### config.mk
export PLATFORM = sky130hd
export DESIGN_NAME = bitcrush_top
export DESIGN_NICKNAME = d
export VERILOG_FILES = /design/src/rtl/bitcrush_pkg.sv /design/src/rtl/mono_mixer.sv /design/src/rtl/magnitude_splitter.sv /design/src/rtl/depth_mask_gen.sv /design/src/rtl/sign_restorer.sv /design/src/rtl/bitcrush_top.sv
export SDC_FILE = /design/constraint.sdc
export NUM_CORES = 1
export LEC_CHECK = 0
export BUFFER_PORTS_ARGS = -buffer_cell sky130_fd_sc_hd__buf_2
export CAP_MARGIN = 5
export CORE_MARGIN = 5
export CORE_UTILIZATION = 51
export CTS_BUF_LIST = sky130_fd_sc_hd__clkbuf_8
export CTS_CLUSTER_SIZE = 20
export DETAILED_ROUTE_END_ITERATION = 6
export PLACE_DENSITY = 0.8
export SYNTH_ARGS = -nofsm -noshare
export SYNTH_HDL_FRONTEND = slang
export SYNTH_SLANG_ARGS = --single-unit
### constraint.sdc
create_clock -name clk -period 4.7 [get_ports clk]
set_input_delay 0.235 -clock clk [delete_from_list [all_inputs] [get_ports clk]]
set_output_delay 0.235 -clock clk [all_outputs]
set_load 0.005 [all_outputs]
### src/rtl/bitcrush_pkg.sv
package bitcrush_pkg;

    localparam int unsigned DEF_SAMPLE_W = 24;
    localparam int unsigned DEF_SEL_W    = 3;

    // Number of retained bits for a given step index.
    // Step 0 is full width; later steps shed two bits each, ending at four
    // bits for the last of eight steps.
    function automatic int unsigned keep_width(
        input int unsigned idx,
        input int unsigned width,
        input int unsigned steps
    );
        int unsigned k;
        if (idx == 0) begin
            k = width;
        end else begin
            k = 2 * (steps + 1) - 2 * idx;
        end
        if (k > width) begin
            k = width;
        end
        return k;
    endfunction

endpackage

### src/rtl/mono_mixer.sv
module mono_mixer #(
    parameter int unsigned W = 24
) (
    input  logic [W-1:0] left_i,
    input  logic [W-1:0] right_i,
    output logic [W-1:0] mono_o
);
    logic signed [W:0] sum_w;

    always_comb begin
        sum_w  = $signed({left_i[W-1], left_i}) + $signed({right_i[W-1], right_i});
        mono_o = sum_w[W:1];
    end
endmodule

### src/rtl/magnitude_splitter.sv
module magnitude_splitter #(
    parameter int unsigned W = 24
) (
    input  logic [W-1:0] sample_i,
    output logic         neg_o,
    output logic [W-1:0] mag_o
);
    localparam logic [W-1:0] MOST_NEG = {1'b1, {(W-1){1'b0}}};
    localparam logic [W-1:0] MOST_POS = {1'b0, {(W-1){1'b1}}};

    always_comb begin
        neg_o = sample_i[W-1];
        if (!neg_o) begin
            mag_o = sample_i;
        end else if (sample_i == MOST_NEG) begin
            mag_o = MOST_POS;
        end else begin
            mag_o = ~sample_i + 1'b1;
        end
    end

    // The magnitude path must never carry a set sign bit
    always_comb begin
        assert_mag_nonneg_R6: assert (mag_o[W-1] == 1'b0)
            else $error("magnitude has sign bit set");
    end
endmodule

### src/rtl/depth_mask_gen.sv
module depth_mask_gen
    import bitcrush_pkg::*;
#(
    parameter int unsigned W     = 24,
    parameter int unsigned SEL_W = 3
) (
    input  logic [SEL_W-1:0] sel_i,
    output logic [W-1:0]     mask_o,
    output logic             bypass_o
);
    localparam int unsigned NSTEPS = 2 ** SEL_W;

    logic [31:0] keep_w;
    logic [31:0] lsb_cut;

    always_comb begin
        keep_w   = keep_width(32'(sel_i), W, NSTEPS);
        lsb_cut  = W - keep_w;
        bypass_o = (sel_i == '0);
    end

    for (genvar b = 0; b < W; b++) begin : g_mask_bit
        assign mask_o[b] = (32'(b) >= lsb_cut);
    end

    // The sign position is never cleared by the mask
    always_comb begin
        assert_sign_bit_kept_R4: assert (mask_o[W-1] == 1'b1)
            else $error("mask clears the sign position");
    end
endmodule

### src/rtl/sign_restorer.sv
module sign_restorer #(
    parameter int unsigned W = 24
) (
    input  logic         neg_i,
    input  logic [W-1:0] mag_i,
    output logic [W-1:0] value_o
);
    always_comb begin
        value_o = neg_i ? (~mag_i + 1'b1) : mag_i;
    end

    // A nonzero result keeps the sign of the original sample
    always_comb begin
        assert_sign_restored_R5: assert ((value_o == '0) || (value_o[W-1] == neg_i))
            else $error("restored sign differs from source sign");
    end
endmodule

### src/rtl/bitcrush_top.sv
module bitcrush_top
    import bitcrush_pkg::*;
#(
    parameter int unsigned W     = DEF_SAMPLE_W,
    parameter int unsigned SEL_W = DEF_SEL_W
) (
    input  logic         clk,
    input  logic         rst_n,
    input  logic         in_valid,
    input  logic [W-1:0] in_left,
    input  logic [W-1:0] in_right,
    input  logic [W-1:0] depth_ctrl,
    output logic         out_valid,
    output logic [W-1:0] out_left,
    output logic [W-1:0] out_right
);
    localparam int unsigned SEL_HI = W - 2;
    localparam int unsigned SEL_LO = W - 1 - SEL_W;

    typedef struct packed {
        logic         vld;
        logic [W-1:0] left;
        logic [W-1:0] right;
    } out_state_t;

    out_state_t st_d, st_q;

    logic [SEL_W-1:0] step_sel;
    logic [W-1:0]     mono;
    logic             mono_neg;
    logic [W-1:0]     mono_mag;
    logic [W-1:0]     keep_mask;
    logic             full_width;
    logic [W-1:0]     mag_cut;
    logic [W-1:0]     signed_cut;
    logic [W-1:0]     crushed;

    wire ctrl_unused_bits = ^{depth_ctrl[W-1], depth_ctrl[SEL_LO-1:0]};

    assign step_sel = depth_ctrl[SEL_HI:SEL_LO];

    mono_mixer #(.W(W)) u_mix (
        .left_i  (in_left),
        .right_i (in_right),
        .mono_o  (mono)
    );

    magnitude_splitter #(.W(W)) u_split (
        .sample_i (mono),
        .neg_o    (mono_neg),
        .mag_o    (mono_mag)
    );

    depth_mask_gen #(.W(W), .SEL_W(SEL_W)) u_mask (
        .sel_i    (step_sel),
        .mask_o   (keep_mask),
        .bypass_o (full_width)
    );

    assign mag_cut = mono_mag & keep_mask;

    sign_restorer #(.W(W)) u_restore (
        .neg_i   (mono_neg),
        .mag_i   (mag_cut),
        .value_o (signed_cut)
    );

    always_comb begin
        crushed = full_width ? mono : signed_cut;
        st_d     = st_q;
        st_d.vld = in_valid;
        if (in_valid) begin
            st_d.left  = crushed;
            st_d.right = crushed;
        end
    end

    always_ff @(posedge clk) begin
        if (!rst_n) begin
            st_q <= '0;
        end else begin
            st_q <= st_d;
        end
    end

    assign out_valid = st_q.vld;
    assign out_left  = st_q.left;
    assign out_right = st_q.right;

    // Full-width step leaves the mono value untouched
    always_comb begin
        assert_bypass_exact_R3: assert (!(full_width && (crushed != mono)))
            else $error("full-width step altered the sample");
    end

    // Both channels always agree
    assert_channels_equal_R7: assert property (
        @(posedge clk) disable iff (!rst_n) out_left == out_right
    );

    // Output valid follows the input strobe by one cycle
    assert_valid_latency_R8: assert property (
        @(posedge clk) disable iff (!rst_n) $past(rst_n) |-> (out_valid == $past(in_valid))
    );

    // Output data holds when no sample was accepted
    assert_hold_idle_R9: assert property (
        @(posedge clk) disable iff (!rst_n)
            ($past(rst_n) && !$past(in_valid)) |-> ($stable(out_left) && $stable(out_right))
    );
endmodule

==> impl_metrics.json <==
{
  "outcome": "finished clean",
  "powerDensity_nw_per_um2": 252,
  "dp_worst_setup_slack_ns": -0.0772,
  "synthSimpleGateAreaFrac_pct": 25.6,
  "post_dp_cell_area_sq_um": 5960,
  "crit_chain": "buf_2, and2_1, fa_1, a211oi_4, o211ai_2, a211oi_4, mux2_2, a22oi_1, nor4b_4, nand2_1, nor3b_4, o21ai_1, ha_1, inv_1, nor2_1, o2111ai_4, nor2_2, mux2_1, o221ai_1, a221oi_1, a21o_1",
  "die-area_sq_um": 12300,
  "n_antenna_cell": 0,
  "cp_max_fo": 5,
  "final_common_cell": "buf_2",
  "setup_viol": 0,
  "ys_warn_count": 0,
  "synth_edf_count": 0,
  "dp_hpwl_um": 13800,
  "syn-num-nets": 828,
  "power_w": 0.00153,
  "synth_top_flop_cell": "dfxtp_1",
  "syn_area_per_cell_sq_um": 7.21,
  "cp_slowest_cell": "fa_1",
  "async_reset_ff_share_pct": 0,
  "drtIter0Drc": 512,
  "synth-xor-area-share_pct": 7.41,
  "peakVddDrop_v": 0.000133,
  "nNetsFinal": 944,
  "final_area_sq_um": 6070,
  "clockBufferDepth": 2,
  "rows": 36,
  "yosysSeqAreaShare_pct": 9.62,
  "cp_slowest_stage_delay_ns": 0.45,
  "wire_per_inst_um": 17.4,
  "path_delay_family": "compound AO/OA/AOI/OAI gates",
  "synth_area_leaders": "dfxtp_1 (9.6%), ha_1 (7.2%), a21oi_1 (6.1%), nor2_1 (5.3%), nand2_1 (5.3%)",
  "core_area_sq_um": 9860,
  "numCtsBuffers": 3,
  "fmax_mhz": 228,
  "regToRegEndpoint": "out_right[16]$_SDFFE_PN0P_",
  "grt_pass1_vias": 5874,
  "fin_crit_ns": 4.39,
  "synth_top_area_cell": "dfxtp_1",
  "hold_viol": 0,
  "grt_max_degree": 32,
  "crit_top_cell": "a211oi_4",
  "drc": 0,
  "p_leak_nw": 2.63,
  "synth_cell_types": 106,
  "setup_slack_ns": 0.308,
  "htreeDepth": 1,
  "clock_sinks": 25,
  "holdPathEnd": "out_right[22]$_SDFFE_PN0P_",
  "regToRegStartpoint": "out_right[16]$_SDFFE_PN0P_",
  "syn_area_sq_um": 5200,
  "worst-r2r-setup-slack_ns": 3.89,
  "yosys.area_share.adder_pct": 7.60,
  "ctsRootBufferMaster": "clkbuf_8",
  "viasPerCell": 6.24,
  "syn_inst": 722,
  "ios": 124,
  "path_class": "in2reg",
  "grt_antenna_before_repair": 0,
  "n_fill_cell": 939,
  "end_kind": "flop",
  "cp-startpoint": "in_left[0]",
  "slew_violations": 0,
  "place.gp.congestion": 0.982,
  "tritoncts": "yes",
  "fin_util_pct": 61.5,
  "synth_top_area_share_pct": 9.62,
  "die_w_um": 111,
  "worst_slew_pin_slew_ns": 0.789,
  "syn2layout_area_growth_pct": 16.7,
  "io_buffers": 102,
  "grt_pass1_wl_um": 27800,
  "muxShareOfSynthArea_pct": 2.48,
  "cap_violations": 0,
  "worstPathRequired_ns": 4.89,
  "max-slew-margin-rel_pct": 47.0,
  "path_buf_inv": 2,
  "final-seq-area_sq_um": 500,
  "synth_compound_area_share_pct": 38.0,
  "clk_latency_ns": 0.27,
  "gr-total-overflow": 0,
  "drtPass1Iterations": 6,
  "r2r_cells": 3,
  "drt_wl_total_um": 16900,
  "antenna_left": 0,
  "die_h_um": 111,
  "num_vias": 6049,
  "hold_start": "rst_n",
  "initial_core_util_pct": 52.7,
  "drive_gt1_share_pct": 27.8,
  "hold_class": "in2reg",
  "final_cell_mix": "buf_2 (102), nand2_1 (73), nor2_1 (73), buf_4 (67), a21oi_1 (63)",
  "multi_input_area_sq_um": 4250,
  "holdPathStages": 3,
  "grt.total_usage_pct": 26.1,
  "period_share_pct": 93.5,
  "finalNonFillerCells": 970,
  "start_kind": "input port",
  "synth.ff_latch_count": 25,
  "path_clk_slew_ns": 0.10,
  "synth_top_family_by_area": "compound AO/OA/AOI/OAI gates",
  "fin_skew_ns": 0,
  "dp_cells": 962,
  "arrival_ns": 4.58
}
[layer usage]
metal  track usage (%)  share of wire (%)  up-vias
li1                  -                  -     2920
met1              34.3                 44     2894
met2              46.0                 49      208
met3              2.73                5.5       27
met4              5.58                1.8        0
met5                 0                  0        -
[stage by stage]
step / setup TNS (ns) / hold slack [ns]
2_1_floorplan: 0 / 0.463
3_3_place_gp: -0.0124 / 0.453
3_5_place_dp: -0.129 / 0.455
4_1_cts: 0 / 0.309
5_1_grt: -0.00644 / 0.327
6_report: 0 / 0.316
[worst max-delay path by stage]
stage | endpoint | slack [ns] | depth (start not counted)
after floorplan | out_right[8]$_SDFFE_PN0P_ | 0.06 | 22
after CTS | out_right[8]$_SDFFE_PN0P_ | 0.19 | 21
after global routing | out_right[20]$_SDFFE_PN0P_ | -0.006 | 24
after global placement | out_right[8]$_SDFFE_PN0P_ | -0.01 | 21
final | out_right[8]$_SDFFE_PN0P_ | 0.31 | 21
after detailed placement | out_right[8]$_SDFFE_PN0P_ | -0.08 | 21
[cell families after synthesis]
family                     count (synthesis)
AOI/OAI and AO/OA                        273
and+or+nand+nor                          263
buffers and inverters                     77
xor gates and xnor gates                  41
adders and majority gates                 31
DFF                                       25
muxes                                     12
[worst min-delay path: cells and delay by family]
kind                   cells  cell delay [ns]
buffers and inverters      1             0.18
AO/OA/AOI/OAI              2             0.14
[power breakdown]
part / total, W / switching, W / internal, W
clock: 0.000136 / 0.0000754 / 0.0000603
combinational: 0.00114 / 0.000652 / 0.000488
sequential: 0.000256 / 0.0000177 / 0.000238
total: 0.00153 / 0.000746 / 0.000787
[cell type report]
cell class	instances	share of cell area (%)
Tap cell	133	2.74
Timing Repair Buffer	171	17.2
Inverter	17	1.05
Sequential cell	25	8.25
Multi-Input combinational cell	620	70.0
Clock buffer	3	0.680
Clock inverter	1	0.124
[synth_stat cells (12+ instances only)]
cell type	count
dfxtp_1	25
o21a_1	13
nor3_1	20
clkbuf_1	12
a211oi_1	15
xor2_1	13
nand4_1	12
nand2_1	73
inv_1	17
o211ai_1	13
nor2_1	74
xnor2_1	26
o21ai_0	54
buf_4	30
nand3_1	22
ha_1	30
a21oi_1	63
[flip-flops by register name, summed over array words and instances (netlist names)]
| signal | flops |
|---|---|
| out_right | 24 |
| out_valid | 1 |
[repair_timing]
action                     in CTS  in global routing
hold buffers                    0                  0
setup buffers                   0                  3
hold endpoints to repair        0                  0
resized for setup               0                  6
setup endpoints to repair       0                  9
Note: power is estimated with default switching activity, not from simulation.
